==> src/rtl/wlx_pkg.sv <==
`timescale 1ns/1ps
package wlx_pkg;
   typedef enum logic {
      OP_READ  = 1'b0,
      OP_WRITE = 1'b1
   } wlx_op_e;
endpackage

==> src/rtl/wlx_ofs_fifo.sv <==
`timescale 1ns/1ps
module wlx_ofs_fifo #(
   parameter int DEPTH = 2,
   parameter int W     = 4
) (
   input  logic         clk,
   input  logic         rst_n,
   input  logic         push,
   input  logic         pop,
   input  logic [W-1:0] din,
   output logic [W-1:0] dout,
   output logic         full,
   output logic         empty
);
   localparam int PW = (DEPTH > 1) ? $clog2(DEPTH) : 1;
   localparam int CW = $clog2(DEPTH + 1);

   logic [W-1:0]  slot [DEPTH];
   logic [PW-1:0] wp, rp;
   logic [CW-1:0] cnt;

   function automatic logic [PW-1:0] step(input logic [PW-1:0] p);
      return (p == PW'(DEPTH - 1)) ? '0 : p + 1'b1;
   endfunction

   always_ff @(posedge clk or negedge rst_n) begin
      if (!rst_n) begin
         wp  <= '0;
         rp  <= '0;
         cnt <= '0;
      end else begin
         if (push) wp <= step(wp);
         if (pop)  rp <= step(rp);
         case ({push, pop})
            2'b10:   cnt <= cnt + 1'b1;
            2'b01:   cnt <= cnt - 1'b1;
            default: cnt <= cnt;
         endcase
      end
   end

   always_ff @(posedge clk) begin
      if (push) slot[wp] <= din;
   end

   assign dout  = slot[rp];
   assign full  = (cnt == CW'(DEPTH));
   assign empty = (cnt == '0);
endmodule

==> src/rtl/wlx_lane_pack.sv <==
`timescale 1ns/1ps
module wlx_lane_pack #(
   parameter int WORD_W = 32,
   parameter int LANES  = 16,
   parameter int OFS_W  = 4
) (
   input  logic                      is_write,
   input  logic [OFS_W-1:0]          ofs,
   input  logic [WORD_W-1:0]         word,
   output logic [LANES*WORD_W-1:0]   line,
   output logic [LANES*WORD_W/8-1:0] be
);
   localparam int WBYTES = WORD_W / 8;

   for (genvar g = 0; g < LANES; g++) begin : g_lane
      logic hit;
      assign hit = is_write && (ofs == OFS_W'(g));
      assign line[g*WORD_W +: WORD_W] = hit ? word : '0;
      assign be[g*WBYTES +: WBYTES]   = {WBYTES{hit}};
   end
endmodule

==> src/rtl/wlx_lane_pick.sv <==
`timescale 1ns/1ps
module wlx_lane_pick #(
   parameter int WORD_W      = 32,
   parameter int LANES       = 16,
   parameter int OFS_W       = 4,
   parameter bit ONEHOT_PICK = 1'b0
) (
   input  logic [LANES*WORD_W-1:0] line,
   input  logic [OFS_W-1:0]        ofs,
   output logic [WORD_W-1:0]       word
);
   if (ONEHOT_PICK) begin : g_andor
      always_comb begin
         word = '0;
         for (int i = 0; i < LANES; i++) begin
            word = word | (line[i*WORD_W +: WORD_W] & {WORD_W{ofs == OFS_W'(i)}});
         end
      end
   end else begin : g_index
      assign word = line[ofs*WORD_W +: WORD_W];
   end
endmodule

==> src/rtl/wline_xlate.sv <==
`timescale 1ns/1ps
module wline_xlate #(
   parameter int ADDR_W      = 32,
   parameter int WORD_W      = 32,
   parameter int LINE_W      = 512,
   parameter int LADDR_W     = 24,
   parameter int QDEPTH      = 2,
   parameter bit ONEHOT_PICK = 1'b0
) (
   input  logic                clk,
   input  logic                rst_n,
   input  logic                cpu_req_valid,
   output logic                cpu_req_ready,
   input  logic                cpu_req_write,
   input  logic [ADDR_W-1:0]   cpu_req_addr,
   input  logic [WORD_W-1:0]   cpu_req_data,
   output logic                cpu_resp_valid,
   input  logic                cpu_resp_ready,
   output logic [WORD_W-1:0]   cpu_resp_data,
   output logic                mem_req_valid,
   input  logic                mem_req_ready,
   output logic                mem_req_write,
   output logic [LADDR_W-1:0]  mem_req_line,
   output logic [LINE_W/8-1:0] mem_req_be,
   output logic [LINE_W-1:0]   mem_req_data,
   input  logic                mem_resp_valid,
   output logic                mem_resp_ready,
   input  logic [LINE_W-1:0]   mem_resp_data
);
   import wlx_pkg::*;

   localparam int LANES  = LINE_W / WORD_W;
   localparam int OFS_W  = (LANES > 1) ? $clog2(LANES) : 1;
   localparam int WB_SH  = $clog2(WORD_W / 8);
   localparam int LB_SH  = $clog2(LINE_W / 8);

   if (WORD_W % 8 != 0) begin : g_bad_word
      $error("word width must be whole bytes");
   end
   if (LINE_W % WORD_W != 0 || (1 << $clog2(LANES)) != LANES || LANES < 2) begin : g_bad_line
      $error("line width must be a power-of-two multiple of the word width");
   end
   if (LB_SH + LADDR_W > ADDR_W) begin : g_bad_addr
      $error("line address does not fit in the byte address");
   end
   if (QDEPTH < 2) begin : g_bad_depth
      $error("offset queue needs at least two entries");
   end

   wlx_op_e          op;
   logic             q_full, q_empty, gate_ok, push, pop;
   logic [OFS_W-1:0] req_ofs, head_ofs;
   logic             unused_addr;

   assign op          = wlx_op_e'(cpu_req_write);
   assign req_ofs     = cpu_req_addr[WB_SH +: OFS_W];
   assign unused_addr = ^cpu_req_addr;

   assign gate_ok       = (op == OP_WRITE) || !q_full;
   assign mem_req_valid = cpu_req_valid && gate_ok;
   assign cpu_req_ready = mem_req_ready && gate_ok;
   assign mem_req_write = (op == OP_WRITE);
   assign mem_req_line  = cpu_req_addr[LB_SH +: LADDR_W];
   assign push          = cpu_req_valid && cpu_req_ready && (op == OP_READ);

   assign cpu_resp_valid = mem_resp_valid;
   assign mem_resp_ready = cpu_resp_ready;
   assign pop            = mem_resp_valid && cpu_resp_ready && !q_empty;

   wlx_lane_pack #(.WORD_W(WORD_W), .LANES(LANES), .OFS_W(OFS_W)) u_pack (
      .is_write (op == OP_WRITE),
      .ofs      (req_ofs),
      .word     (cpu_req_data),
      .line     (mem_req_data),
      .be       (mem_req_be)
   );

   wlx_ofs_fifo #(.DEPTH(QDEPTH), .W(OFS_W)) u_q (
      .clk   (clk),
      .rst_n (rst_n),
      .push  (push),
      .pop   (pop),
      .din   (req_ofs),
      .dout  (head_ofs),
      .full  (q_full),
      .empty (q_empty)
   );

   wlx_lane_pick #(.WORD_W(WORD_W), .LANES(LANES), .OFS_W(OFS_W),
                   .ONEHOT_PICK(ONEHOT_PICK)) u_pick (
      .line (mem_resp_data),
      .ofs  (head_ofs),
      .word (cpu_resp_data)
   );
endmodule

==> config.mk <==
export PLATFORM = sky130hd
export DESIGN_NAME = wline_xlate
export DESIGN_NICKNAME = d
export VERILOG_FILES = /design/src/rtl/wlx_pkg.sv /design/src/rtl/wlx_ofs_fifo.sv /design/src/rtl/wlx_lane_pack.sv /design/src/rtl/wlx_lane_pick.sv /design/src/rtl/wline_xlate.sv
export SDC_FILE = /design/constraint.sdc
export NUM_CORES = 1
export LEC_CHECK = 0
export ABC_AREA = 1
export BUFFER_PORTS_ARGS = -buffer_cell sky130_fd_sc_hd__buf_2
export CAP_MARGIN = 20
export CELL_PAD_IN_SITES_DETAIL_PLACEMENT = 0
export CELL_PAD_IN_SITES_GLOBAL_PLACEMENT = 1
export CORE_AREA = 2 2 475 477
export CTS_BUF_LIST = sky130_fd_sc_hd__clkbuf_4
export DETAILED_ROUTE_END_ITERATION = 10
export DIE_AREA = 0 0 477 479
export GPL_ROUTABILITY_DRIVEN = 0
export GPL_TIMING_DRIVEN = 0
export PLACE_DENSITY = 0.32
export REMOVE_ABC_BUFFERS = 1
export SLEW_MARGIN = 40
export SYNTH_ARGS = -nofsm -noshare
export SYNTH_HDL_FRONTEND = slang
export SYNTH_SLANG_ARGS = --single-unit
==> constraint.sdc <==
create_clock -name clk -period 1.45 [get_ports clk]
set_clock_uncertainty 0.1 [all_clocks]
set_input_delay 0.145 -clock clk [delete_from_list [all_inputs] [get_ports clk]]
set_output_delay 0.145 -clock clk [all_outputs]
set_load 0.01 [all_outputs]
=== Word level (Yosys, flattened, before mapping) ===
Memory sizes are Yosys's and may differ from the RTL's.
Index checks and enable logic that the tools add are counted.

* Add/subtract/negate cells: 4
* Eq/ne operators: 18
* Shift-type cells: 1
* Multiplexer cells: 21
* Bitwise operators: 1
* Reduce and logical (&&, ||, !) cells: 28

{| class="wikitable"
|+ Operators by type and width
! kind !! count
|-
| two-way mux 32 bit || 16
|-
| indexed part select 512 x 10 -> 32 bit || 1
|-
| equality test 4 bit (second input constant) || 8
|-
| logical AND 1 bit || 22
|-
| equality test 4 x 3 -> 1 bit (second input constant) || 4
|-
| equality test 4 x 2 -> 1 bit (second input constant) || 2
|-
| equality test 2 bit (second input constant) || 2
|-
| equality test 4 x 1 -> 1 bit (second input constant) || 1
|-
| zero test 4 bit || 1
|-
| two-way mux 1 bit || 4
|-
| case mux 2 bit (2 select lines) || 1
|-
| adder 1 bit (second input constant) || 2
|-
| adder 2 x 1 -> 2 bit (second input constant) || 1
|-
| equality test 2 x 1 -> 1 bit (second input constant) || 1
|-
| zero test 1 bit || 2
|-
| zero test 2 bit || 1
|-
| nonzero test 2 bit || 1
|-
| subtractor 2 x 1 -> 2 bit (second input constant) || 1
|-
| logical OR 1 bit || 1
|-
| NOT 1 bit || 1
|}

* Register bits after elaboration: 4
* Memory bits (writable): 8
* Input bits: 583
* Output and inout port bits: 637
* Word-level logic and storage cells: 77
* Memories: 1

{| class="wikitable"
|+ Memories
! name !! words !! bits a word !! rd ports !! clocked after Yosys merged registers in !! write ports !! RTL line !! source
|-
| u_q.slot || 2 || 4 || 1 || 0 || 1 || wlx_ofs_fifo.sv:18 || <nowiki>logic [W-1:0] slot [DEPTH];</nowiki>
|}

=== Depth between registers and ports, before layout ===
Gate-level depths: netlist of run 1.

* Depth in word-level cells: 8
* Depth in mapped cells: 10
* Mapped depth without buffers: 9

=== Cells and area by module ===
Synthesis of run 1 repeated with hierarchy kept, for this count alone.

* Cell total of the unflattened synthesis: 2383
* Area total of the unflattened synthesis: 10652.7 um^2

{| class="wikitable"
|+ By module, submodules not included
! module !! times used !! cells each !! area each (um^2) !! seq. area each (um^2)
|-
| wlx_lane_pick || 1 || 1549 || 6610.1 || 0.0
|-
| wlx_lane_pack || 1 || 753 || 3286.9 || 0.0
|-
| wlx_ofs_fifo || 1 || 45 || 508.0 || 340.3
|-
| wline_xlate || 1 || 36 || 247.7 || 0.0
|}

=== Worst setup path before layout of run 1 ===
OpenSTA, ideal clock, no wires.

* Path type: register to register
* Start: register u_q.cnt[0]
* End: register u_q.cnt[1]
* Arrival: 1465 ps
* Required time: 1226 ps
* Path slack: -239 ps
* Cell stages (with the launch flop): 9
* Path buffers: 0
* Period minus slack after synthesis: 1689 ps
* Path through: dfrtp_1 -> nand3b_1 -> nand2_1 -> inv_1 -> nand3_1 -> ha_1 -> a21oi_1 -> o21ai_0 -> xnor2_1

* Word-level cells in the longest chain between the ends: 8

{| class="wikitable"
|+ RTL lines
! item !! RTL line !! source
|-
| start: declaration || wlx_ofs_fifo.sv:20 || <nowiki>logic [CW-1:0] cnt;</nowiki>
|-
| start signal: assignment || wlx_ofs_fifo.sv:35 || <nowiki>2'b10: cnt <= cnt + 1'b1;</nowiki>
|-
| start signal: assignment || wlx_ofs_fifo.sv:36 || <nowiki>2'b01: cnt <= cnt - 1'b1;</nowiki>
|-
| start signal: assignment || wlx_ofs_fifo.sv:37 || <nowiki>default: cnt <= cnt;</nowiki>
|-
| equality test 2 bit * || wlx_ofs_fifo.sv:47 || <nowiki>assign full = (cnt == CW'(DEPTH));</nowiki>
|-
| zero test 1 bit * || wline_xlate.sv:59 || <nowiki>assign gate_ok = (op == OP_WRITE) || !q_full;</nowiki>
|-
| logical OR 1 bit * || wline_xlate.sv:59 ||
|-
| logical AND 1 bit * || wline_xlate.sv:61 || <nowiki>assign cpu_req_ready = mem_req_ready && gate_ok;</nowiki>
|-
| named net cpu_req_ready || wline_xlate.sv:13 || <nowiki>output logic cpu_req_ready,</nowiki>
|-
| logical AND 1 bit * (2 in a row) || wline_xlate.sv:64 || <nowiki>assign push = cpu_req_valid && cpu_req_ready && (op == OP_READ);</nowiki>
|-
| equality test 2 x 1 -> 1 bit or equality test 2 bit (tied branches) || wlx_ofs_fifo.sv:34 || <nowiki>case ({push, pop})</nowiki>
|-
| case mux 2 bit (2 select lines) or nonzero test 2 bit (tied branches) || n/a ||
|}

Mark *: on every way through the listed nets, which the timed path passes. The rest lies on a longest branch.
A chain may end at the register's enable or synchronous reset.

=== Worst setup path after layout of run 1 ===
* Start: register u_q.rp
* End: output cpu_resp_data[25]

* Word-level cells in the longest chain between the ends: 2

{| class="wikitable"
|+ RTL lines
! item !! RTL line !! source
|-
| start: declaration || wlx_ofs_fifo.sv:19 || <nowiki>logic [PW-1:0] wp, rp;</nowiki>
|-
| start signal: assignment || wlx_ofs_fifo.sv:33 || <nowiki>if (pop) rp <= step(rp);</nowiki>
|-
| memory read (2 x 4 bit) || n/a ||
|-
| indexed part select 512 x 10 -> 32 bit || wlx_lane_pick.sv:20 || <nowiki>assign word = line[ofs*WORD_W +: WORD_W];</nowiki>
|-
| end: declaration || wline_xlate.sv:19 || <nowiki>output logic [WORD_W-1:0] cpu_resp_data,</nowiki>
|}

Every way passes these cells.

==> results.md, run 1 <==
- RR Endpoint: u_q.cnt[1]$_DFFE_PN0P_
- Status: complete, but fails checks
- Synth Register Bits: 12
- Fmax: approximately 360 MHz
- Slew Limit Fails: 0
- Number of I/O port buffers: between 1000 and 1500
- M1 WL: between 50 and 60 mm
- Fin crit period: ~2.8 ns
- Most common cell after layout, fill and taps aside: buf_2
- Final core area utilization: between 10% and 20%
- Wire per inst: about 22 µm
- Reg2Reg Launch Point: u_q.cnt[0]$_DFFE_PN0P_
- Final setup viols: approximately 550
- Remaining Overflow, GRT: 0
- Logic pwr share: 97.4%
- Highest net fanout along the worst path: 6
- Switching portion of total power: around 57%
- Worst-Skew Late Latency: ~0.27 ns
- DRC violations left: 0
- Final hold vios: 0
- Die Outline Area: 0.2285 mm²
- Initial antenna violation count: 27
- HP Class: in2reg
- Post-Synthesis Cell Area: between 0.01 and 0.015 mm²
- Slowest cell on crit path: dfrtp_4
- CP most frequent cell: buf_12
- Final instance area: ~0.024 mm²
- Seq/Total Area, Yosys: under 10%
- Crit. End Element: output port
- Hold Path Origin: cpu_req_addr[4]
- Netlist cell types: 24
- FP Rows: approximately 170
- Fin nets: a little over 4000
- Setup CP Type: reg2out
- Core ar.: 0.2236 mm²
- WL final: between 100 and 150 mm
- Area Overhead vs Synth: 123.6%
- Commonest cells after routing, fill and taps aside: 1123 x buf_2, 494 x nor2_1, 480 x inv_1, 460 x nand3_1, 280 x nand2_1
- Top Layer Used: met5
- Worst hold path cell count: 1
- Antenna-violating nets left: 0
- Layout fillers: between 20000 and 30000
- Pleak: 14.16 nW
- Clk buf depth: 2
- Hpwl dp: 99.11 mm
- Initial DRC Count: 1066
- Layout cells sized above 1: between 40% and 50%
- Peak VDD IR: 0.5109 mV
- Worst path cell trace: buf_6 -> nand2_4 -> o21ai_4 -> buf_6 -> buf_16 -> buf_12 -> buf_12 -> buf_16 -> buf_12 -> buf_12 -> buf_12 -> nand3_2 -> nand3_2 -> nand3_2 -> nand2_2 -> buf_6
- Worst hold margin: 0.03119 ns
- Global-route wire length before repair: between 150 and 200 mm
- Main synth FF type: edfxtp_1
- Total power: roughly 28 mW
- R2R cell count: 8
- Violated checks: negative setup slack
- CTS H-tree lvls: 1
- Worst-path clk slew: around 0.08 ns
- Slowest stage delay, CP: between 0.5 and 0.6 ns
- Worst Max-Slew Pin Slew: 0.8762 ns
- CTS tree: done
- TritonCTS Buffers: 3
- Mapped Cells: between 2000 and 2500
- P_sw: 16.21 mW
- R2R setup slack: -0.33 ns
- Met2 Wirelength: between 70 and 80 mm
- WP data arrival: about 2.6 ns
- Startpoint types: flip-flop
- Vias in the first global route: approximately 19000
- TritonRoute pass-1 iters: 5
- Period utilisation layout: 194.1%
- Critical path required time: ~1.2 ns
- Detail Route met3 WL: approximately 10 mm
- Clock power share: less than 1%
- Async SR Flop Fraction: 33.33%
- Tot GR Track Use: between 10% and 20%
- Clock sinks: 12
- Slack of the critical path: -1.364 ns
- Routed vias: 19470
- Syn_area_per_cell: roughly 4.6 µm²
- Die Wd: ~480 µm
- Placed cell area: slightly above 0.02 mm²
- RSZ-0062 raised after global routing: true
- Slew HR: about two fifths
- Maxcap violations: 0
- Die extent in y: about 480 µm
- Largest net degree at the start of global routing: 38
- Clock root buffer: clkbuf_4
- DR vias/cell: around 3
- Sequential fraction of design power: under 10%
- I/O pins: roughly 1200
- Starting Density: 4.884%
- PwrDens: roughly 1200 mW/mm²
- Worst hold endpoint: u_q.slot[1][2]$_DFFE_PP_
- Int Pwr: roughly 12 mW
- Yosys warning count: 0
- EDFF count, synth: 8
## synth_stat cells (all sizes together) (2+ instances only)
cell	instances	share of area [%]
inv	517	18
nor2	537	18
clkbuf	91	3.1
nand2	337	12
xor2	2	0.16
dfrtp	4	0.92
nand3	609	28
edfxtp	8	2.2
xnor2	2	0.16
nand3b	65	4.5
o21ai	4	0.18
buf	206	13
## metrics by stage
| step | worst slack (ns) | setup TNS (ns) | instances |
|---|---|---|---|
| 2_1_floorplan | -5.352 | -448.67 | 2089 |
| 3_5_place_dp | -3.046 | -536.36 | 6310 |
| 3_3_place_gp | -15.83 | -1241.01 | 6248 |
| 5_1_grt | -1.444 | -177.35 | 6476 |
| 6_report | -1.364 | -137.15 | 6482 |
| 4_1_cts | -1.399 | -201.94 | 6441 |
## power by group through the flow
| stage | logic, mW | clock network, mW | registers (mW) |
|---|---|---|---|
| after floorplan | 7.85 | 0 | 0.521 |
| after global placement | 9.30 | 0 | 0.551 |
| after detailed placement | 19.0 | 0 | 0.609 |
| after CTS | 27.5 | 0.223 | 0.532 |
| after global routing | 29.8 | 0.239 | 0.547 |
| final | 27.5 | 0.215 | 0.533 |
## flip-flops by register name (all words and copies together) (netlist names)
name and flops:
u_q.slot 8, u_q.cnt 2, u_q.rp 1, u_q.wp 1
## critical path, delay by kind of cell, from the launching register on
family                 cells  cell delay (ns)
AND/OR/NAND/NOR            5             0.33
flip-flops                 1             0.52
AO/OA/AOI/OAI              1             0.06
buffers and inverters     10             1.33
## how the worst max path moves through the flow
stage	startpoint	to	slack (ns)	cells past startpoint
final	u_q.rp$_DFFE_PN0P_	cpu_resp_data[25]	-1.36	16
after global routing	u_q.rp$_DFFE_PN0P_	cpu_resp_data[25]	-1.44	16
after CTS	u_q.rp$_DFFE_PN0P_	cpu_resp_data[25]	-1.40	16
after detailed placement	u_q.rp$_DFFE_PN0P_	cpu_resp_data[11]	-3.05	12
after global placement	u_q.rp$_DFFE_PN0P_	cpu_resp_data[24]	-15.83	9
after floorplan	u_q.rp$_DFFE_PN0P_	cpu_resp_data[1]	-5.35	8
## cell families (layout without fill, tap and decap cells)
| kind of cell | Yosys count | count (layout) | share of synthesized area, % |
|---|---|---|---|
| fa+ha+maj | 1 | 1 | 0.1146 |
| buf+inv | 814 | 1898 | 33.48 |
| xor+xnor | 4 | 4 | 0.3209 |
| compound gates | 6 | 6 | 0.3207 |
| simple gates | 1549 | 1553 | 62.65 |
| flops | 12 | 12 | 3.116 |
| other cells | 0 | 16 | 0 |
## routing by layer
metal | track usage (%) | vias up
met3 | 3.050 | 132
met4 | 2.339 | 10
met2 | 22.16 | 863
li1 | - | 9295
met5 | 1.015 | -
met1 | 11.78 | 9166
## layout make-up
| type | count | area [µm²] | share of cell area [%] |
|---|---|---|---|
| timing repair buffer | 1372 | 9633 | 39.45 |
| multi-input combinational | 1564 | 8483 | 34.74 |
| tap | 2992 | 3744 | 15.33 |
| inverter | 517 | 2076 | 8.501 |
| sequential | 12 | 344.1 | 1.409 |
| timing repair inverter | 5 | 72.57 | 0.2972 |
| antenna | 16 | 40.04 | 0.1640 |
| clock buffer | 3 | 22.52 | 0.09223 |
| clock inverter | 1 | 3.754 | 0.01537 |
## timing repair
item | 4_1_cts | 5_1_grt
gates cloned | 34 | 7
pin swaps | 58 | 61
gates resized for setup | 347 | 170
endpoints found under the hold margin | 6 | 0
setup endpoints to repair | 616 | 592
hold buffers | 2 | 0
buffers inserted | 91 | 21
Note: power is estimated with default switching activity, not from simulation.
==> run 2: changes to the inputs <==
--- a/config.mk
+++ b/config.mk
@@ -10,13 +10,13 @@
 export CAP_MARGIN = 20
 export CELL_PAD_IN_SITES_DETAIL_PLACEMENT = 0
 export CELL_PAD_IN_SITES_GLOBAL_PLACEMENT = 1
-export CORE_AREA = 2 2 475 477
-export CTS_BUF_LIST = sky130_fd_sc_hd__clkbuf_4
+export CORE_AREA = 2 2 479 481
+export CTS_BUF_LIST = sky130_fd_sc_hd__clkbuf_8
 export DETAILED_ROUTE_END_ITERATION = 10
-export DIE_AREA = 0 0 477 479
+export DIE_AREA = 0 0 481 483
 export GPL_ROUTABILITY_DRIVEN = 0
 export GPL_TIMING_DRIVEN = 0
-export PLACE_DENSITY = 0.32
+export PLACE_DENSITY = 0.31
 export REMOVE_ABC_BUFFERS = 1
 export SLEW_MARGIN = 40
 export SYNTH_ARGS = -nofsm -noshare
==> constraint.sdc (replaced) <==
create_clock -name clk -period 3.2 [get_ports clk]
set_clock_uncertainty 0.1 [all_clocks]
set_input_delay 0.32 -clock clk [delete_from_list [all_inputs] [get_ports clk]]
set_output_delay 0.32 -clock clk [all_outputs]
set_load 0.01 [all_outputs]
==> run 2 against run 1 <==
Compared with the run above: the flow now finishes without violations; non-clock buffer count fell by 120; first-iteration DRC count fell by 20%; flip-flop and latch count stayed put; sequential share of layout area rose by 0.24 points; cell area down 15%; critical path depth shrank 4; die area up 1.7%; setup slack better by 1.5 ns; cell count shrank 1.7%; total power decreased by 67%; register-to-register slack gained 1.7 ns; global-route usage is 1.6 points lower.
==> results.md, run 2 (same netlist as run 1, synthesis figures left out) <==
- Grt met2 use: 19.65%
- Reg with most FFs: u_q.slot
- Slew Limit Fails: 0
- DR vias/cell: about 2.9
- Die Outline Area: 0.2323 mm²
- RSZ-0062 raised after global routing: true
- Wire per inst: around 19 µm
- Most common cell after layout, fill and taps aside: buf_2
- Max reg flops: 8
- CTS H-tree lvls: 1
- Largest net degree at the start of global routing: 72
- Clock sinks: 12
- Worst hold path cell count: 1
- Startpoint types: flip-flop
- HP Class: in2reg
- FP Rows: about 180
- Highest net fanout along the worst path: 23
- Initial antenna violation count: 30
- Final core area utilization: slightly above 9%
- Setup CP Type: reg2out
- Clk buf depth: 2
- Reg2Reg Launch Point: u_q.cnt[0]$_DFFE_PN0P_
- Layout cells sized above 1: about 39%
- Initial DRC Count: 848
- WL final: 120.0 mm
- Remaining Overflow, GRT: 0
- Most used routing layer: met2
- Worst hold margin: approximately 0.25 ns
- WP data arrival: 2.65 ns
- Global-route wire length before repair: 158.8 mm
- TritonCTS Buffers: 3
- Area of the multi-input gates: approximately 0.0072 mm²
- Fmax: between 300 and 400 MHz
- Routed vias: around 19000
- Slowest stage delay, CP: 0.51 ns
- Number of I/O port buffers: 1167
- Slowest cell on crit path: dfrtp_4
- Crit. End Element: output port
- I/O pins: between 1000 and 1500
- CP most frequent cell: nand3_1
- Core ar.: ~0.23 mm²
- PwrDens: approximately 440 mW/mm²
- Status: finished, final reports clean
- Worst hold endpoint: u_q.slot[0][2]$_DFFE_PP_
- Worst path cell trace: clkinvlp_4 -> nand2_8 -> buf_12 -> nand2_8 -> buf_12 -> buf_4 -> nand2_1 -> nand3_1 -> nand3_1 -> nand3_1 -> nand2_1 -> buf_2
- Worst-path clk slew: 0.06 ns
- Critical path required time: between 2 and 3 ns
- Area Overhead vs Synth: 90.72%
- Worst Max-Slew Pin Slew: 0.8421 ns
- Die extent in y: around 480 µm
- Starting Density: approximately 4.8%
- Met1 Use GR: 10.57%
- Clock root buffer: clkbuf_8
- Final setup viols: 0
- Met3 Track Usage GR: around 1.3%
- Commonest cells after routing, fill and taps aside: 1167 x buf_2, 598 x nand3_1, 534 x nor2_1, 488 x inv_1, 328 x nand2_1
- Slew HR: 43.51%
- Maxcap violations: 0
- RR Endpoint: u_q.cnt[1]$_DFFE_PN0P_
- Vias in the first global route: 18760
- DRC violations left: 0
- Peak VDD IR: around 0.23 mV
- R2R cell count: 8
- Period utilisation layout: between 90% and 100%
- Fin crit period: 3.075 ns
- Worst-Skew Late Latency: between 0.2 and 0.3 ns
- Largest registers: u_q.slot (8), u_q.cnt (2)
- TritonRoute pass-1 iters: 5
- Layout fillers: roughly 27000
- Hold Path Origin: cpu_req_addr[4]
- R2R setup slack: ~1.4 ns
- Antenna-violating nets left: 0
- Tot GR Track Use: under 10%
- Pleak: about 13 nW
- Seq. cell area: between 300 and 400 µm²
- Fin nets: 3933
- Final hold vios: 0
- Die Wd: 481 µm
- Hpwl dp: slightly below 100 mm
- CTS tree: done
## run 2: final cells by class
class                   instances  area share, %
inverters                     517          9.528
clock buffers                   4         0.2643
repair buffers               1252          35.86
well taps                    3009          18.08
diodes                         18         0.2163
multi-input cells            1563          34.40
flip-flops and latches         12          1.652
## run 2: per-stage QoR
stage	worst slack, ns	TNS [ns]	power [mW]	cells	area [µm²]
final	0.1253	0	9.238	6375	20830
after global routing	-0.01553	-0.01649	10.21	6368	20810
after CTS	-0.01513	-0.01513	9.612	6349	20690
after detailed placement	-0.9285	-10.09	8.678	6326	20180
after global placement	-14.60	-495.11	7.049	6265	18810
after floorplan	-3.777	-119.95	4.239	2089	9205
## run 2: how the worst max path moves through the flow
stage                            start           endpoint  slack, ns  depth (start not counted)
finish              u_q.rp$_DFFE_PN0P_  cpu_resp_data[22]       0.13                         12
global route        u_q.rp$_DFFE_PN0P_   cpu_resp_data[1]      -0.02                         11
CTS                 u_q.rp$_DFFE_PN0P_   cpu_resp_data[9]      -0.02                         11
detailed placement  u_q.rp$_DFFE_PN0P_   cpu_resp_data[5]      -0.93                         10
global placement    u_q.rp$_DFFE_PN0P_   cpu_resp_data[5]     -14.60                          9
floorplan           u_q.rp$_DFFE_PN0P_   cpu_resp_data[1]      -3.78                          8
## run 2: layer usage
metal	routed length, µm	up-vias	part of all wire, %
met4	1729	8	1.4
met1	46110	8628	38
met3	5888	77	4.9
met2	66210	815	55
li1	-	9022	-
met5	48	-	0.040
## run 2: report_power, final
group	total (mW)	internal, mW	switching (mW)
clock	0.169	0.109	0.0598
combinational	8.82	3.19	5.62
sequential	0.253	0.205	0.0481
## run 2: worst max-delay path, delay by kind of cell (launching register included)
family        cells  cell delay, ns
flops             1            0.51
buf+inv           5            0.98
simple gates      7            0.80
## run 2: timing repair
action	in CTS	in global routing
gates resized for setup	26	5
hold endpoints to repair	4	0
endpoints found under the setup margin	33	14
pin swaps	4	3
setup buffers	9	7
cloned	9	1
hold buffers	1	0
